**src/rtl/wake_habituate.sv**
```systemverilog
module wake_habituate #(
  parameter int NCH       = 4,
  parameter int MW        = 8,
  parameter int QW        = 12,
  parameter int DEF_BASE  = 32,
  parameter int DEF_STEP  = 16,
  parameter int DEF_CEIL  = 200,
  parameter int DEF_QUIET = 100,
  localparam int AW = $clog2(NCH + 4),
  localparam int DW = (QW > MW) ? ((QW > NCH) ? QW : NCH) : ((MW > NCH) ? MW : NCH)
) (
  input  logic              clk,
  input  logic              rst_n,
  input  logic [NCH-1:0]    stim_vld,
  input  logic [NCH*MW-1:0] stim_mag,
  input  logic              cfg_we,
  input  logic [AW-1:0]     cfg_addr,
  input  logic [DW-1:0]     cfg_wdata,
  input  logic              wake_ack,
  output logic              wake_req,
  output logic [NCH-1:0]    wake_cause
);

  logic [NCH-1:0][MW-1:0] base_q, eff_q;
  logic [MW-1:0]          step_q, ceil_q;
  logic [QW-1:0]          quiet_q;
  logic [NCH-1:0]         en_q, cause_q, ev;

  wire wr_step  = cfg_we && cfg_addr == AW'(NCH);
  wire wr_ceil  = cfg_we && cfg_addr == AW'(NCH + 1);
  wire wr_quiet = cfg_we && cfg_addr == AW'(NCH + 2);
  wire wr_mask  = cfg_we && cfg_addr == AW'(NCH + 3);

  always_ff @(posedge clk or negedge rst_n) begin
    if (!rst_n) begin
      step_q  <= MW'(DEF_STEP);
      ceil_q  <= MW'(DEF_CEIL);
      quiet_q <= QW'(DEF_QUIET);
      en_q    <= '1;
    end else begin
      if (wr_step)  step_q  <= cfg_wdata[MW-1:0];
      if (wr_ceil)  ceil_q  <= cfg_wdata[MW-1:0];
      if (wr_quiet) quiet_q <= cfg_wdata[QW-1:0];
      if (wr_mask)  en_q    <= cfg_wdata[NCH-1:0];
    end
  end

  for (genvar i = 0; i < NCH; i++) begin : g_ch
    logic [QW-1:0] qcnt;
    logic [MW:0]   sum;
    logic [MW-1:0] up, dn;
    logic          qwrap, wr_base;

    assign wr_base = cfg_we && cfg_addr == AW'(i);
    assign ev[i]   = stim_vld[i] && en_q[i] && (stim_mag[i*MW +: MW] >= eff_q[i]);
    assign sum     = {1'b0, eff_q[i]} + {1'b0, step_q};
    assign up      = (eff_q[i] >= ceil_q) ? eff_q[i] :
                     (sum > {1'b0, ceil_q}) ? ceil_q : sum[MW-1:0];
    assign dn      = (eff_q[i] <= base_q[i]) ? eff_q[i] :
                     ((eff_q[i] - base_q[i]) < step_q) ? base_q[i] : eff_q[i] - step_q;
    assign qwrap   = (quiet_q != '0) && (qcnt >= quiet_q - QW'(1));

    always_ff @(posedge clk or negedge rst_n) begin
      if (!rst_n) begin
        base_q[i] <= MW'(DEF_BASE);
        eff_q[i]  <= MW'(DEF_BASE);
        qcnt      <= '0;
      end else begin
        if (ev[i] || qwrap || quiet_q == '0) qcnt <= '0;
        else                                  qcnt <= qcnt + QW'(1);
        if (wr_base) begin
          base_q[i] <= cfg_wdata[MW-1:0];
          eff_q[i]  <= cfg_wdata[MW-1:0];
        end else if (ev[i]) begin
          eff_q[i]  <= up;
        end else if (qwrap) begin
          eff_q[i]  <= dn;
        end
      end
    end
  end

  always_ff @(posedge clk or negedge rst_n) begin
    if (!rst_n)        cause_q <= '0;
    else if (wake_ack) cause_q <= ev;
    else               cause_q <= cause_q | ev;
  end

  assign wake_cause = cause_q;
  assign wake_req   = |cause_q;

endmodule


```
**config.mk**
```make
export PLATFORM = sky130hd
export DESIGN_NAME = wake_habituate
export DESIGN_NICKNAME = d
export VERILOG_FILES = /design/src/rtl/wake_habituate.sv
export SDC_FILE = /design/constraint.sdc
export NUM_CORES = 1
export LEC_CHECK = 0
export ABC_AREA = 1
export ABC_CLOCK_PERIOD_IN_PS = 6300
export CAP_MARGIN = 20
export CORE_ASPECT_RATIO = 1.2
export CORE_MARGIN = 5
export CORE_UTILIZATION = 45
export CTS_CLUSTER_SIZE = 25
export DETAILED_ROUTE_END_ITERATION = 10
export PLACE_DENSITY = 0.66
export SYNTH_ARGS = -nofsm -noshare
export SYNTH_HDL_FRONTEND = slang
export SYNTH_SLANG_ARGS = --single-unit
```
**constraint.sdc**
```tcl
create_clock -name clk -period 6.3 [get_ports clk]
set_clock_uncertainty 0.15 [all_clocks]
set_input_delay 0.945 -clock clk [delete_from_list [all_inputs] [get_ports clk]]
set_output_delay 0.945 -clock clk [all_outputs]
set_load 0.01 [all_outputs]
```
# After elaboration in Yosys (flattened, before gate mapping)
# Index checks and enable logic that the tools add are counted.
[totals] ramBits=0 romBits=0 n_memories=0 latchBits=0 wordCells=147 register_bits=148
[op_classes] magnitude_cmp=24 n_eq_ne=15 shift=0 muxes=33 n_mul=0 addsub=17 n_bitwise=1 n_div=0 n_reduce_logical=40
[ops] cell="$mux 8" count=28
[ops] cell="$ge 8x8->1" count=8
[ops] cell="$sub 8x8->8" count=8
[ops] cell="$add 12x1->12 const B" count=4
[ops] cell="$ge 12x12->1" count=4
[ops] cell="$mux 12" count=4
[ops] cell="$add 8x8->9" count=4
[ops] cell="$gt 9x8->1" count=4
[ops] cell="$le 8x8->1" count=4
[ops] cell="$lt 8x8->1" count=4
[ops] cell="$ne 3x3->1 const B" count=8
[ops] cell="$logic_and 1x1->1" count=20
[ops] cell="$eq 3x3->1 const B" count=4
[ops] cell="$logic_not 12->1" count=1
[ops] cell="$reduce_and 3->1" count=4
[ops] cell="$reduce_bool 12->1" count=1
[ops] cell="$reduce_bool 3->1" count=4
[ops] cell="$sub 12x1->12 const B" count=1
[ops] cell="$logic_or 1x1->1" count=8
[ops] cell="$eq 3x2->1 const B" count=2
[ops] cell="$mux 4" count=1
[ops] cell="$or 4x4->4" count=1
[ops] cell="$reduce_or 4->1" count=1
[ops] cell="$eq 3x1->1 const B" count=1
[ops] cell="$logic_not 3->1" count=1

# Longest topological paths before layout
[logic_depth] word_depth=7 mapped_depth=27

# Least setup slack after synthesis
# Ideal clock, no wire load.
[synth_path] path_type="reg-to-reg" from="register step_q[1]" to="register eff_q[15] (netlist bit)" arrival_ns=3.185 stages_incl_launch_ff=25 setup_slack_ns=2.846 setup_ns=0.119 path_buffers=0 cell_sequence="dfrtp_1 inv_1 ha_1 inv_1 a31oi_1 xor2_1 inv_1 ha_1 nand2_1 nor2_1 nand2_1 nand3_1 nand2_1 nand2_1 nand2_1 nand2_1 nand2_1 nand3_1 inv_1 nand2_1 nand3_1 nand2_1 nand2_1 nand2_1 nand2_1"
[synth_via] elab_chain_cells=6 elab_cells_between_ends=11 classes_between="2 x add/sub; 2 x order compare; 7 x mux"
[synth_lines] item="start: declaration" line="25" source="logic [MW-1:0] step_q, ceil_q;"
[synth_lines] item="start signal: assignment" line="36" source="step_q <= MW'(DEF_STEP);"
[synth_lines] item="start signal: assignment" line="41" source="if (wr_step) step_q <= cfg_wdata[MW-1:0];"
[synth_lines] item="$add 8x8->9, or another cell as far along" line="56" source="assign sum = {1'b0, eff_q[i]} + {1'b0, step_q};"
[synth_lines] item="$gt 9x8->1 or $mux 8 (tied branches)" line="58, 60"
[synth_lines] item="$mux 8 (on tied branches)" line="58, 59"
[synth_lines] item="$mux 8 (on tied branches)" line="57, 76"
[synth_lines] item="$mux 8 (*)" line="74" source="end else if (ev[i]) begin"
[synth_lines] item="$mux 8 (*)" line="71" source="if (wr_base) begin"
[synth_lines] item="end signal: indexed assignment" line="73" source="eff_q[i] <= cfg_wdata[MW-1:0];"
[synth_lines] item="end signal: indexed assignment" line="75" source="eff_q[i] <= up;"
[synth_lines] item="end signal: indexed assignment" line="77" source="eff_q[i] <= dn;"
[synth_lines] item="end: declaration" line="24" source="logic [NCH-1:0][MW-1:0] base_q, eff_q;"
# Every way passes the cells marked *; elsewhere a longest branch is shown, timed or not. The select of a mux whose other input is x is not followed.
# A chain may end at the register's enable or synchronous reset.

# Worst setup path in the final report
[layout_path] from="register step_q[1]" to="register eff_q[6] (netlist bit)"
# Same word-level chain as after synthesis.

==> summary.txt <==
Status
  – Outcome: finished clean

Timing
  – Slew Limit Fails: 0
  – Normalized max-slew margin: 38.4%
  – Slew @ Worst Pin: 0.921 ns
  – Final min period: 4.38 ns
  – # setup viols final: 0
  – Final number of hold-violating endpoints: 0
  – FMAX: 228 MHz
  – Unrepaired setup endpoints after global routing: no
  – Final Cycle Share: 69.6%
  – Setup TNS: 0 ns

Clocking
  – PostCTS Resize Cnt: 0
  – Clock tree sinks: 148
  – CTS tree: yes
  – Clk buf depth: 2
  – Post-CTS Setup Repair Bufs: 0
  – Worst-skew pair later-pin latency: 0.45 ns
  – Clock buffer count from CTS: 17
  – H-tree depth: 4
  – CTS root buffer: clkbuf_16
  – Clock-pin transition on the worst setup and hold timing paths: 0.07 ns
  – Hold_buf cts: 0

Worst setup path
  – Reg2Reg Setup Slack: 1.92 ns
  – Startpoint types: register
  – Critical path arrival: 4.57 ns
  – Worst Path Max Fanout: 14
  – R2R cell count: 24
  – CP Data Required Time: 6.49 ns
  – Reg2Reg Launch Point: step_q[1]
  – CP endpoint kind: register
  – Crit path kind: register to register
  – R2R Path End: eff_q[6]

Logic synthesis
  – Most frequent cell after synthesis: nand2_1
  – Synth area leaders: ha_1 (21%), dfrtp_1 (21%), nand2_1 (13%)
  – FF+latch count, synth: 148
  – Yosys top cell area share: 21.4%
  – Prevailing post-synth register cell: dfrtp_1
  – Commonest cells post-synth: nand2_1 (544), inv_1 (305), ha_1 (262), nor2_1 (139), nand3_1 (134)
  – Async set-reset flop share out of synthesis: 100%
  – Post-synthesis sequential area ratio: 24.3%
  – Synth Area per Inst: 7.23 um2
  – YS warnings: 0
  – Post-Synthesis Cells: 2122
  – Dominant cell type by area after synthesis: ha_1
  – EDFF count, synth: 0
  – Cell Area, Synth: 15300 um2
  – Netlist cell types: 49
  – Syn nets: 2451

Global route
  – Vias in the first global route: 14202
  – Global router's overall resource usage: 24.9%
  – Initial antenna violation count: 0
  – Largest net degree at the start of global routing: 95
  – GRT Residual Overflow: 0
  – Global-route wire length before repair: 74.1 mm

Hold path
  – Worst min-delay path class: register to register
  – HP Start: g_ch[3].qcnt[0]
  – Hold EP: g_ch[3].qcnt[0]
  – Hold Path Depth: 1

Job
  – Max-cap violations: 0

Final layout
  – Layout cells sized above 1: 4.35%
  – # nets final: 2501
  – Antenna Cells: 0
  – Area Growth Syn to Fin: 10.9%
  – Final Non-Filler Cells: 2641

Detailed routing
  – DR WL/cell: 17.6 um
  – Via/cell ratio: 5.51
  – Residual DRC: 0
  – Detail Route Antenna Nets: 0
  – Routed via count: 14544
  – Starting DRT DRC Count: 1203
  – Drt first pass iters: 8
  – Routed WL: 46.6 mm

Die
  – I/O pins: 60
  – Num rows: 74
  – Die Span Y: 212 um
  – Core Area: 33900 um2
  – Area of the die: 37900 um2
  – Starting Density: 45.3%
  – Die Span X: 179 um

Power
  – P_leak: 0.00895 uW
  – Peak supply drop: 0.374 mV
  – P per Cell Area: 539 nW/um2

Placement
  – Port Buf Inserts: 59
  – Final Wtd Congestion: 0.967
  – DPL Wire Length: 35.5 mm
  – Cell total after placement: 2609
[worst max-delay path, cell delays in order (launching register included)]
cell     delay (ns)
dfrtp_1        0.86
inv_1          0.46
ha_1           0.47
inv_1          0.09
nand3_1        0.07
nand3_1        0.11
xor2_1         0.15
inv_1          0.09
ha_1           0.29
nand2_1        0.09
nor2_1         0.06
nand2_1        0.05
nand3_1        0.08
nand2_1        0.07
nand2_1        0.05
nand2_1        0.05
nand2_1        0.05
nand2_1        0.21
nand3_1        0.29
nand2_1        0.15
nand3_1        0.07
nand3_1        0.10
nand2_1        0.07
nand2_1        0.06
nand2_1        0.05
[layout by cell type (no fill, tap or decap), types with 6 or more instances in the layout]
master and n:
nand2_2 9, inv_1 305, xor2_1 72, nor3_1 12
nand2_1 544, ha_1 262, nor3b_1 7, xnor2_1 22
dfstp_2 19, clkinv_1 8, o21ai_0 95, nor2_1 139
clkdlybuf4s50_1 58, a21oi_1 132, o211ai_1 21, fa_1 12
a31oi_1 6, dfrtp_1 129, o21bai_1 11, nand3_1 134
nand4_1 82, buf_4 6, clkbuf_16 17, nand3_4 6
[sequential cells by signal (all words and copies together) (netlist names)]
name        count
g_ch.qcnt      48
base_q         32
eff_q          32
quiet_q        12
ceil_q          8
step_q          8
en_q            4
wake_cause      4
[logic make-up (layout without fill, tap and decap cells)]
family	Yosys count	after routing	share of synthesized area, %
mux	1	1	0.0734
flops	148	148	24.3
simple gates	956	956	27.5
buf+inv	349	412	8.76
xor+xnor	94	94	5.36
compound gates	300	300	11.1
fa+ha+maj	274	274	22.9
[layer usage]
metal | global-route usage, % | up-vias | part of all wire (%)
met5 | 0 | - | 0
met4 | 12.0 | 0 | 5.0
met3 | 2.95 | 142 | 6.1
met2 | 42.3 | 523 | 47
met1 | 31.4 | 6733 | 42
li1 | - | 7146 | -
[worst max-delay path by stage]
stage | cells past startpoint | start | slack, ns | to
after floorplan | 24 | step_q[1] | 2.85 | eff_q[15]
after global placement | 24 | step_q[1] | 2.03 | eff_q[15]
final | 24 | step_q[1] | 1.92 | eff_q[6]
after detailed placement | 24 | step_q[1] | 1.98 | eff_q[15]
after global routing | 25 | step_q[1] | 1.50 | eff_q[28]
after CTS | 24 | step_q[1] | 1.96 | eff_q[15]
[final cells by class]
class                      instances  area, um2
fill                            3413      16900
multi-input combinational       1625      10300
sequential                       148       3730
inverter                         315       1180
timing repair buffer              65        637
tap                              456        571
clock buffer                      17        425
clock inverter                    15        209
[metrics by stage]
stage / area (um2) / utilization (%) / hold WS, ns / setup WS (ns) / power, uW
final: 17000 / 50.3 / 0.340 / 1.92 / 9170
after detailed placement: 16400 / 48.4 / 0.331 / 1.98 / 7950
after global routing: 17000 / 50.3 / 0.355 / 1.50 / 10200
after CTS: 17000 / 50.3 / 0.341 / 1.96 / 9130
after global placement: 16400 / 48.4 / 0.326 / 2.03 / 7810
after floorplan: 15300 / - / 0.301 / 2.85 / 6350
[report_power, final]
part	total, uW	internal, uW	switching, uW	leakage (uW)
sequential	1660	1220	444	0.00184
clock	1140	642	499	0.000308
combinational	6370	2400	3970	0.00680
Note: power is estimated with default switching activity, not from simulation.
